==> config.mk <==
export PLATFORM = sky130hd
export DESIGN_NAME = pwm_oc_channel
export DESIGN_NICKNAME = d
export VERILOG_FILES = /design/src/rtl/pwm_pkg.sv /design/src/rtl/pwm_prescaler.sv /design/src/rtl/pwm_counter.sv /design/src/rtl/pwm_out_ctl.sv /design/src/rtl/pwm_oc_channel.sv
export SDC_FILE = /design/constraint.sdc
export NUM_CORES = 1
export LEC_CHECK = 0
export ABC_CLOCK_PERIOD_IN_PS = 8100
export BUFFER_PORTS_ARGS = -buffer_cell sky130_fd_sc_hd__buf_2
export CAP_MARGIN = 10
export CORE_UTILIZATION = 59
export CTS_CLUSTER_SIZE = 10
export DETAILED_ROUTE_END_ITERATION = 16
export HOLD_SLACK_MARGIN = 0.08
export PLACE_DENSITY = 0.83
export SLEW_MARGIN = 10
export SYNTH_ARGS = -nofsm -noshare
export SYNTH_HDL_FRONTEND = slang
export SYNTH_SLANG_ARGS = --single-unit
==> constraint.sdc <==
create_clock -name clk_i -period 8.1 [get_ports clk_i]
set_input_delay 1.215 -clock clk_i [delete_from_list [all_inputs] [get_ports clk_i]]
set_output_delay 1.215 -clock clk_i [all_outputs]
set_load 0.01 [all_outputs]
==> src/rtl/pwm_pkg.sv <==
package pwm_pkg;
  localparam int unsigned CNT_W_DEF   = 16;
  localparam int unsigned SEL_W_DEF   = 3;
  localparam int unsigned MAX_EXP_DEF = 6;
endpackage

==> src/rtl/pwm_prescaler.sv <==
module pwm_prescaler #(
  parameter int unsigned SEL_W   = pwm_pkg::SEL_W_DEF,
  parameter int unsigned MAX_EXP = pwm_pkg::MAX_EXP_DEF
) (
  input  logic             clk_i,
  input  logic             rst_ni,
  input  logic [SEL_W-1:0] sel_i,
  output logic             tick_o
);
  localparam int unsigned DIV_W = (MAX_EXP > 0) ? MAX_EXP : 1;
  localparam logic [SEL_W-1:0] SEL_MAX = SEL_W'(MAX_EXP);

  logic [DIV_W-1:0] div_q;
  logic [DIV_W-1:0] mask;
  logic [SEL_W-1:0] sel_eff;

  assign sel_eff = (sel_i > SEL_MAX) ? SEL_MAX : sel_i;

  for (genvar i = 0; i < DIV_W; i++) begin : g_mask
    assign mask[i] = (sel_eff > SEL_W'(i));
  end

  always_ff @(posedge clk_i or negedge rst_ni) begin
    if (!rst_ni) div_q <= '0;
    else         div_q <= div_q + 1'b1;
  end

  // tick when all selected low bits are ones
  assign tick_o = ((div_q & mask) == mask);
endmodule

==> src/rtl/pwm_counter.sv <==
module pwm_counter #(
  parameter int unsigned CNT_W = pwm_pkg::CNT_W_DEF
) (
  input  logic             clk_i,
  input  logic             rst_ni,
  input  logic             tick_i,
  input  logic [CNT_W-1:0] modulo_i,
  output logic [CNT_W-1:0] cnt_o,
  output logic [CNT_W-1:0] nxt_o,
  output logic             wrap_o
);
  logic [CNT_W-1:0] cnt_q;

  assign wrap_o = tick_i && (cnt_q == modulo_i);
  assign nxt_o  = (cnt_q == modulo_i) ? '0 : cnt_q + 1'b1;

  always_ff @(posedge clk_i or negedge rst_ni) begin
    if (!rst_ni)     cnt_q <= '0;
    else if (tick_i) cnt_q <= nxt_o;
  end

  assign cnt_o = cnt_q;
endmodule

==> src/rtl/pwm_out_ctl.sv <==
module pwm_out_ctl #(
  parameter int unsigned CNT_W = pwm_pkg::CNT_W_DEF
) (
  input  logic             clk_i,
  input  logic             rst_ni,
  input  logic             tick_i,
  input  logic             wrap_i,
  input  logic [CNT_W-1:0] nxt_i,
  input  logic [CNT_W-1:0] chan_i,
  input  logic             pol_hi_i,
  output logic             pwm_o,
  output logic             ovf_o,
  output logic             cmp_o
);
  logic match;
  logic act_q, ovf_q, cmp_q;

  // match on the value the counter is stepping onto
  assign match = tick_i && (nxt_i == chan_i);

  always_ff @(posedge clk_i or negedge rst_ni) begin
    if (!rst_ni) begin
      act_q <= 1'b0;
      ovf_q <= 1'b0;
      cmp_q <= 1'b0;
    end else begin
      ovf_q <= wrap_i;
      cmp_q <= match;
      if (match)       act_q <= 1'b0;  // compare wins over wrap
      else if (wrap_i) act_q <= 1'b1;
    end
  end

  assign pwm_o = pol_hi_i ? act_q : ~act_q;
  assign ovf_o = ovf_q;
  assign cmp_o = cmp_q;
endmodule

==> src/rtl/pwm_oc_channel.sv <==
module pwm_oc_channel #(
  parameter int unsigned CNT_W   = pwm_pkg::CNT_W_DEF,
  parameter int unsigned SEL_W   = pwm_pkg::SEL_W_DEF,
  parameter int unsigned MAX_EXP = pwm_pkg::MAX_EXP_DEF
) (
  input  logic             clk_i,
  input  logic             rst_ni,
  input  logic [SEL_W-1:0] presc_sel_i,
  input  logic [CNT_W-1:0] modulo_i,
  input  logic [CNT_W-1:0] chan_val_i,
  input  logic             chan_wr_i,
  input  logic             pol_hi_i,
  output logic             pwm_o,
  output logic             ovf_o,
  output logic             cmp_o
);
  logic             tick;
  logic             wrap;
  logic [CNT_W-1:0] cnt_q;
  logic [CNT_W-1:0] nxt;
  logic [CNT_W-1:0] chan_q;

  // unbuffered channel register
  always_ff @(posedge clk_i or negedge rst_ni) begin
    if (!rst_ni)        chan_q <= '1;
    else if (chan_wr_i) chan_q <= chan_val_i;
  end

  pwm_prescaler #(.SEL_W(SEL_W), .MAX_EXP(MAX_EXP)) i_presc (
    .clk_i (clk_i),
    .rst_ni(rst_ni),
    .sel_i (presc_sel_i),
    .tick_o(tick)
  );

  pwm_counter #(.CNT_W(CNT_W)) i_cnt (
    .clk_i   (clk_i),
    .rst_ni  (rst_ni),
    .tick_i  (tick),
    .modulo_i(modulo_i),
    .cnt_o   (cnt_q),
    .nxt_o   (nxt),
    .wrap_o  (wrap)
  );

  pwm_out_ctl #(.CNT_W(CNT_W)) i_out (
    .clk_i   (clk_i),
    .rst_ni  (rst_ni),
    .tick_i  (tick),
    .wrap_i  (wrap),
    .nxt_i   (nxt),
    .chan_i  (chan_q),
    .pol_hi_i(pol_hi_i),
    .pwm_o   (pwm_o),
    .ovf_o   (ovf_o),
    .cmp_o   (cmp_o)
  );
endmodule

==> metrics.txt, run 1 <==
# TYPE chip_impl_metric gauge
chip_impl_metric{name="max_slew.worst_pin.slew",unit="ps"} 892
chip_impl_metric{name="drt-wirelength-per-cell",unit="um"} 15.5
chip_impl_metric{name="cts_hold_repair.buffers",unit=""} 0
chip_impl_metric{name="fmaxAchievable",unit="MHz"} 296
chip_impl_info{name="worst_min_delay_path_category",value="reg2reg"} 1
chip_impl_metric{name="grt_max_degree",unit=""} 42
chip_impl_metric{name="dieArea",unit="um^2"} 4640
chip_impl_metric{name="start_util",unit="%"} 63.1
chip_impl_metric{name="drv_cap",unit=""} 0
chip_impl_metric{name="multi_input_comb_area",unit="um^2"} 1410
chip_impl_metric{name="grt_first_pass_wirelength",unit="um"} 8930
chip_impl_metric{name="clk_path_buf_depth",unit=""} 2
chip_impl_metric{name="synth_cells",unit=""} 257
chip_impl_metric{name="final.period_utilization",unit="%"} 41.7
chip_impl_info{name="synthTopCellsByArea",value="sky130_fd_sc_hd__dfrtp_1, sky130_fd_sc_hd__dfstp_2, sky130_fd_sc_hd__xnor2_1, sky130_fd_sc_hd__mux2_2, sky130_fd_sc_hd__o21ai_0"} 1
chip_impl_info{name="synth_top_area_cell",value="sky130_fd_sc_hd__dfrtp_1"} 1
chip_impl_metric{name="via_count",unit=""} 2020
chip_impl_metric{name="data_arrival_critical_path",unit="ps"} 3550
chip_impl_metric{name="report.final.hold_viol_count",unit=""} 0
chip_impl_info{name="critical-path-slowest-cell",value="sky130_fd_sc_hd__or4_1"} 1
chip_impl_metric{name="syn_area",unit="um^2"} 2580
chip_impl_info{name="worstPathCellList",value="buf_2, xnor2_1, nand4_1, nor4_4, buf_4, mux2_2, or4_1, o32a_1"} 1
chip_impl_metric{name="route.detailed.vias_per_inst",unit=""} 5.92
chip_impl_metric{name="async_reset_ff_share",unit="%"} 100
chip_impl_metric{name="min_period",unit="ps"} 3380
chip_impl_info{name="tritoncts_clock_tree",value="done"} 1
chip_impl_metric{name="synth_sequential_area_ratio",unit="%"} 40.6
chip_impl_metric{name="timing.critical_path.slowest_cell_delay",unit="ps"} 500
chip_impl_metric{name="area.growth.synth_to_final",unit="%"} 10.9
chip_impl_metric{name="synth_enable_flop_cells",unit=""} 0
chip_impl_metric{name="starting_drt_drc_count",unit=""} 212
chip_impl_metric{name="worst-path-max-fanout",unit=""} 35
chip_impl_metric{name="sequential_cell_area",unit="um^2"} 1050
chip_impl_metric{name="post-dp-hpwl",unit="um"} 3840
chip_impl_metric{name="ant_nets",unit=""} 0
chip_impl_metric{name="clkTransAtPathRegs",unit="ps"} 80
chip_impl_metric{name="count_of_endpoints_failing_setup_in_the_final_report",unit=""} 0
chip_impl_metric{name="worst-endpoint-required",unit="ps"} 8270
chip_impl_metric{name="grt_pass1_vias",unit=""} 1931
chip_impl_metric{name="cts_setup_buffers",unit=""} 0
chip_impl_metric{name="num-nets-final",unit=""} 331
chip_impl_metric{name="clk_latency",unit="ps"} 290
chip_impl_info{name="grt_setup_unrepaired",value="no"} 1
chip_impl_metric{name="width_of_the_die",unit="um"} 68.1
chip_impl_metric{name="fillCellCount",unit=""} 304
chip_impl_metric{name="p_leak",unit="nW"} 1.16
chip_impl_metric{name="core_area",unit="um^2"} 4090
chip_impl_metric{name="cts.repair.resized",unit=""} 0
chip_impl_metric{name="num_io_pins",unit=""} 42
chip_impl_info{name="crit_path_end_kind",value="flip-flop"} 1
chip_impl_metric{name="utilization",unit="%"} 70.0
chip_impl_metric{name="fin_skew",unit="ps"} 9.41
chip_impl_info{name="critPathKind",value="in2reg"} 1
chip_impl_metric{name="power.density",unit="nW/um^2"} 196
chip_impl_info{name="yosys_most_used_dff",value="sky130_fd_sc_hd__dfrtp_1"} 1
chip_impl_metric{name="postSynthAreaPerCell",unit="um^2"} 10.0
chip_impl_metric{name="yosys.cell_types.count",unit=""} 54
chip_impl_metric{name="yosysWarningCount",unit=""} 0
chip_impl_metric{name="diodes",unit=""} 0
chip_impl_metric{name="fin_tns_setup",unit="ps"} 0
chip_impl_metric{name="number_of_antenna_violations_at_the_first_check_in_global_routing",unit=""} 0
chip_impl_metric{name="gp_congestion",unit=""} 0.843
chip_impl_metric{name="worst_slew_margin_rel",unit="%"} 40.5
chip_impl_info{name="outcome",value="finished, final reports clean"} 1
chip_impl_metric{name="firstDrtPassIters",unit=""} 4
chip_impl_info{name="startpoint_type",value="primary input"} 1
chip_impl_metric{name="placement_rows",unit=""} 23
chip_impl_metric{name="gr-usage-all-layers",unit="%"} 26.6
chip_impl_metric{name="grt_remaining_overflow",unit=""} 0
chip_impl_metric{name="final_layout_size_suffix_gt1_share",unit="%"} 32.3
chip_impl_metric{name="slew_viol_final",unit=""} 0
chip_impl_metric{name="floorplan.die.height",unit="um"} 68.1
chip_impl_metric{name="worst-r2r-setup-slack",unit="ps"} 5040
chip_impl_metric{name="synth_largest_type_area_fraction",unit="%"} 24.3
chip_impl_metric{name="synth_seq_cells",unit=""} 41
chip_impl_metric{name="drt_wl_total",unit="um"} 5300
chip_impl_metric{name="clock-sinks",unit=""} 41
chip_impl_metric{name="cts-htree-levels",unit=""} 2
chip_impl_metric{name="remaining_drc_errors",unit=""} 0
chip_impl_metric{name="tritoncts.num_buffers",unit=""} 5
chip_impl_metric{name="io_buffers",unit=""} 41
chip_impl_info{name="clock_tree.root_cell",value="sky130_fd_sc_hd__clkbuf_8"} 1
chip_impl_metric{name="synth.net_count",unit=""} 298
chip_impl_metric{name="vdd_ir_drop_max",unit="uV"} 115
==> synthesized netlist by cell type (3+ instances only) <==
cell type	n
sky130_fd_sc_hd__inv_1	11
sky130_fd_sc_hd__clkbuf_1	5
sky130_fd_sc_hd__buf_2	6
sky130_fd_sc_hd__dfrtp_1	25
sky130_fd_sc_hd__nand4_1	9
sky130_fd_sc_hd__nand2b_1	4
sky130_fd_sc_hd__dfstp_2	16
sky130_fd_sc_hd__nand3_1	6
sky130_fd_sc_hd__xor2_1	6
sky130_fd_sc_hd__a21oi_1	4
sky130_fd_sc_hd__o21ai_0	29
sky130_fd_sc_hd__mux2_2	17
sky130_fd_sc_hd__or3_1	5
sky130_fd_sc_hd__nor4_4	3
sky130_fd_sc_hd__nor2_1	16
sky130_fd_sc_hd__a211o_1	3
sky130_fd_sc_hd__nand2_1	12
sky130_fd_sc_hd__xnor2_1	28
sky130_fd_sc_hd__o31ai_1	5
==> flip-flops by register name (all words and copies together), names as in the netlist <==
register / count
chan_q: 16
i_cnt.cnt_o: 16
i_out.act_q: 1
i_out.cmp_o: 1
i_out.ovf_o: 1
i_presc.div_q: 6
==> metal layers <==
layer  part of all wire [%]  track usage, %  up-vias  wire length (um)
met3                    5.4            5.50        7               288
li1                       -               -      980                 -
met1                     47            36.6      967              2480
met5                      0               0        -                 0
met2                     47            40.8       66              2460
met4                    1.2            10.2        0                63
==> cells in the final DEF, fill, tap and decap left out, types with 5 or more instances in the layout <==
master	Yosys	routed
sky130_fd_sc_hd__inv_1	11	11
sky130_fd_sc_hd__xnor2_1	28	28
sky130_fd_sc_hd__mux2_2	17	17
sky130_fd_sc_hd__dfrtp_1	25	25
sky130_fd_sc_hd__nor2_1	16	16
sky130_fd_sc_hd__buf_2	6	41
sky130_fd_sc_hd__nand2_1	12	12
sky130_fd_sc_hd__o21ai_0	29	29
sky130_fd_sc_hd__o31ai_1	5	5
sky130_fd_sc_hd__nand4_1	9	9
sky130_fd_sc_hd__dfstp_2	16	16
sky130_fd_sc_hd__xor2_1	6	6
sky130_fd_sc_hd__clkbuf_8	0	6
sky130_fd_sc_hd__nand3_1	6	6
sky130_fd_sc_hd__or3_1	5	5
==> stage by stage <==
step,setup WS [ps],power [mW],hold slack (ps),std cells,area (um^2)
floorplan,4890,0.390,442,257,2580
global placement,4490,0.420,464,333,2770
detailed placement,4430,0.427,470,333,2770
CTS,4720,0.564,486,341,2860
global route,4600,0.598,506,341,2860
finish,4720,0.562,487,341,2860
==> area by class of cell <==
class | instances | area share [%]
multi-input combinational | 189 | 49.2
sequential | 41 | 36.6
timing repair buffer | 42 | 7.44
clock buffer | 8 | 3.15
tap | 50 | 2.19
inverter | 11 | 1.44
==> cell families after synthesis <==
family                     after synthesis  synth area share (%)
xor gates and xnor gates                34                  11.5
and+or+nand+nor                         81                  21.1
buffers and inverters                   27                  4.85
DFF                                     41                  40.6
AOI/OAI and AO/OA                       55                  13.5
adders and majority gates                2                 0.970
muxes                                   17                  7.42
==> report_power, final <==
| part | switching, mW | internal [mW] | total (mW) |
|---|---|---|---|
| sequential | 0.0486 | 0.235 | 0.283 |
| combinational | 0.0736 | 0.0697 | 0.143 |
| clock | 0.0654 | 0.0694 | 0.135 |
==> critical path: cells and delay by family <==
family	cells	cell delay, ps
multiplexers	1	370
buffers and inverters	2	450
AND/OR/NAND/NOR	3	990
AO/OA/AOI/OAI	1	350
XOR/XNOR	1	160
==> worst paths after layout <==
kind	start	endpoint	cells after the start
min in group asynchronous	rst_ni	i_presc.div_q[3]	1
max	modulo_i[2]	i_out.act_q	8
max in group asynchronous	rst_ni	i_out.cmp_o	1
max reg2reg	i_cnt.cnt_o[0]	i_out.act_q	8
min reg2reg	i_presc.div_q[5]	i_presc.div_q[5]	1
min	i_presc.div_q[5]	i_presc.div_q[5]	1
(Power assumes the default switching activity.)
==> run 2, diff against run 1 <==
Settings changed: ABC_CLOCK_PERIOD_IN_PS 8100 to 3020, CORE_UTILIZATION 59 to 51, PLACE_DENSITY 0.83 to 0.76.
Clock period 8.1 ns to 3.02 ns, I/O delays scaled along.
==> metrics.txt, run 2 (synthesized netlist as in run 1, its figures left out) <==
# TYPE chip_impl_metric gauge
chip_impl_metric{name="core_area",unit="um^2"} 4790
chip_impl_metric{name="cts.repair.resized",unit=""} 0
chip_impl_metric{name="cts_setup_buffers",unit=""} 0
chip_impl_metric{name="number_of_antenna_violations_at_the_first_check_in_global_routing",unit=""} 0
chip_impl_info{name="grt_setup_unrepaired",value="no"} 1
chip_impl_metric{name="io_buffers",unit=""} 41
chip_impl_metric{name="data_arrival_critical_path",unit="ps"} 3000
chip_impl_metric{name="drv_cap",unit=""} 0
chip_impl_metric{name="placement.cell_area",unit="um^2"} 2830
chip_impl_info{name="tritoncts_clock_tree",value="done"} 1
chip_impl_metric{name="p_leak",unit="nW"} 1.19
chip_impl_info{name="crit_path_end_kind",value="flip-flop"} 1
chip_impl_metric{name="utilization",unit="%"} 61.2
chip_impl_info{name="cp-startpoint",value="i_cnt.cnt_o[3]"} 1
chip_impl_metric{name="slew_viol_final",unit=""} 0
chip_impl_metric{name="firstDrtPassIters",unit=""} 4
chip_impl_metric{name="count_of_endpoints_failing_setup_in_the_final_report",unit=""} 0
chip_impl_info{name="critical-path-slowest-cell",value="sky130_fd_sc_hd__nor4_4"} 1
chip_impl_metric{name="drt-wirelength-per-cell",unit="um"} 15.2
chip_impl_metric{name="worst_slew_margin_rel",unit="%"} 38.8
chip_impl_info{name="most_frequent_standard_cell_in_the_layout_excluding_fill_and_tap_cells",value="sky130_fd_sc_hd__buf_2"} 1
chip_impl_metric{name="clkTransAtPathRegs",unit="ps"} 70
chip_impl_metric{name="power.density",unit="nW/um^2"} 534
chip_impl_metric{name="floorplan.die.height",unit="um"} 73.1
chip_impl_metric{name="worst-endpoint-required",unit="ps"} 3200
chip_impl_metric{name="multi_input_comb_area",unit="um^2"} 1410
chip_impl_info{name="worstPathCellList",value="xnor2_1, nand4_1, nor4_4, mux2_2, or4_1, o32a_1"} 1
chip_impl_metric{name="min_period",unit="ps"} 2820
chip_impl_metric{name="drt_wl_total",unit="um"} 5510
chip_impl_metric{name="final_layout_size_suffix_gt1_share",unit="%"} 34.1
chip_impl_metric{name="placement_rows",unit=""} 25
chip_impl_metric{name="report.power.total",unit="mW"} 1.56
chip_impl_metric{name="via_count",unit=""} 2045
chip_impl_info{name="startpoint_type",value="flip-flop"} 1
chip_impl_metric{name="start_util",unit="%"} 53.9
chip_impl_metric{name="finalWorstSetupSlack",unit="ps"} 204
chip_impl_metric{name="design_area",unit="um^2"} 2930
chip_impl_metric{name="width_of_the_die",unit="um"} 73.1
chip_impl_info{name="top_library_cells_by_usage_in_the_layout_fill_and_taps_aside",value="sky130_fd_sc_hd__buf_2, sky130_fd_sc_hd__o21ai_0, sky130_fd_sc_hd__xnor2_1"} 1
chip_impl_metric{name="max_slew.worst_pin.slew",unit="ps"} 917
chip_impl_info{name="endpoint_of_the_worst_register_to_register_path",value="i_out.act_q"} 1
chip_impl_metric{name="starting_drt_drc_count",unit=""} 121
chip_impl_metric{name="tritoncts.num_buffers",unit=""} 5
chip_impl_metric{name="area.growth.synth_to_final",unit="%"} 13.6
chip_impl_metric{name="rr_worst_depth",unit=""} 6
chip_impl_metric{name="instances_no_fill",unit=""} 363
chip_impl_metric{name="final.period_utilization",unit="%"} 93.2
chip_impl_metric{name="num_io_pins",unit=""} 42
chip_impl_info{name="critical_path.top_delay_family",value="simple AND/OR/NAND/NOR gates"} 1
chip_impl_metric{name="num-nets-final",unit=""} 336
chip_impl_metric{name="sequential_cell_area",unit="um^2"} 1050
chip_impl_metric{name="post-dp-hpwl",unit="um"} 4000
chip_impl_metric{name="remaining_drc_errors",unit=""} 0
chip_impl_info{name="outcome",value="finished, final reports clean"} 1
chip_impl_metric{name="clock-sinks",unit=""} 41
chip_impl_metric{name="cts-htree-levels",unit=""} 2
chip_impl_metric{name="fin_tns_setup",unit="ps"} 0
chip_impl_metric{name="cts_hold_repair.buffers",unit=""} 0
chip_impl_metric{name="numPlacedInstances",unit=""} 355
chip_impl_metric{name="grt_pass1_vias",unit=""} 1933
chip_impl_metric{name="route.detailed.vias_per_inst",unit=""} 5.63
chip_impl_metric{name="fin_skew",unit="ps"} 7.45
chip_impl_metric{name="ant_nets",unit=""} 0
chip_impl_metric{name="report.final.hold_viol_count",unit=""} 0
chip_impl_metric{name="worst-r2r-setup-slack",unit="ps"} 200
chip_impl_metric{name="dieArea",unit="um^2"} 5340
chip_impl_metric{name="timing.hold.ws",unit="ps"} 293
chip_impl_metric{name="critical_path_buf_inv_count",unit=""} 0
chip_impl_metric{name="clk_latency",unit="ps"} 290
chip_impl_metric{name="fillCellCount",unit=""} 405
chip_impl_info{name="reg2reg_from",value="i_cnt.cnt_o[3]"} 1
chip_impl_metric{name="place_ws",unit="ps"} 149
chip_impl_metric{name="vdd_ir_drop_max",unit="uV"} 383
chip_impl_metric{name="timing.critical_path.slowest_cell_delay",unit="ps"} 570
chip_impl_info{name="worst_min_delay_path_category",value="in2async"} 1
chip_impl_metric{name="diodes",unit=""} 0
chip_impl_info{name="clock_tree.root_cell",value="sky130_fd_sc_hd__clkbuf_8"} 1
chip_impl_metric{name="fmaxAchievable",unit="MHz"} 355
chip_impl_metric{name="grt_first_pass_wirelength",unit="um"} 9160
chip_impl_metric{name="worst-path-max-fanout",unit=""} 11
chip_impl_metric{name="gr-usage-all-layers",unit="%"} 22.7
chip_impl_metric{name="clk_path_buf_depth",unit=""} 2
chip_impl_metric{name="gp_congestion",unit=""} 0.854
chip_impl_metric{name="grt_max_degree",unit=""} 42
chip_impl_metric{name="grt_remaining_overflow",unit=""} 0
chip_impl_info{name="critPathKind",value="reg2reg"} 1
-- run 2: worst reg2reg max path, cell delays in order (launching register included) --
cell                      delay, ps
sky130_fd_sc_hd__dfrtp_1        500
sky130_fd_sc_hd__xnor2_1        240
sky130_fd_sc_hd__nand4_1        160
sky130_fd_sc_hd__nor4_4         570
sky130_fd_sc_hd__mux2_2         390
sky130_fd_sc_hd__or4_1          490
sky130_fd_sc_hd__o32a_1         350
-- run 2: metal layers --
layer	wire length, um	part of all wire, %	GRT usage, %
met2	2530	46	34.2
met4	70	1.3	8.06
met5	0	0	0
met3	283	5.1	4.14
met1	2630	48	32.9
-- run 2: how the worst max path moves through the flow --
stage | to | slack (ps) | depth (start not counted)
2_1_floorplan | i_out.act_q | 330 | 8
5_1_grt | i_out.act_q | 100 | 7
4_1_cts | i_out.act_q | 200 | 6
3_5_place_dp | i_out.act_q | 150 | 7
3_3_place_gp | i_out.act_q | 190 | 7
6_report | i_out.act_q | 200 | 6
-- run 2: final cells by class --
cell class | instances | area share, %
Clock buffer | 7 | 3.29
Clock inverter | 1 | 0.171
Inverter | 11 | 1.41
Multi-Input combinational cell | 189 | 48.0
Sequential cell | 41 | 35.7
Tap cell | 67 | 2.86
Timing Repair Buffer | 47 | 8.54
-- run 2: report_power, final --
part	internal (mW)	switching, mW	total, mW
registers	0.631	0.0915	0.722
clock network	0.206	0.182	0.389
logic	0.209	0.245	0.454
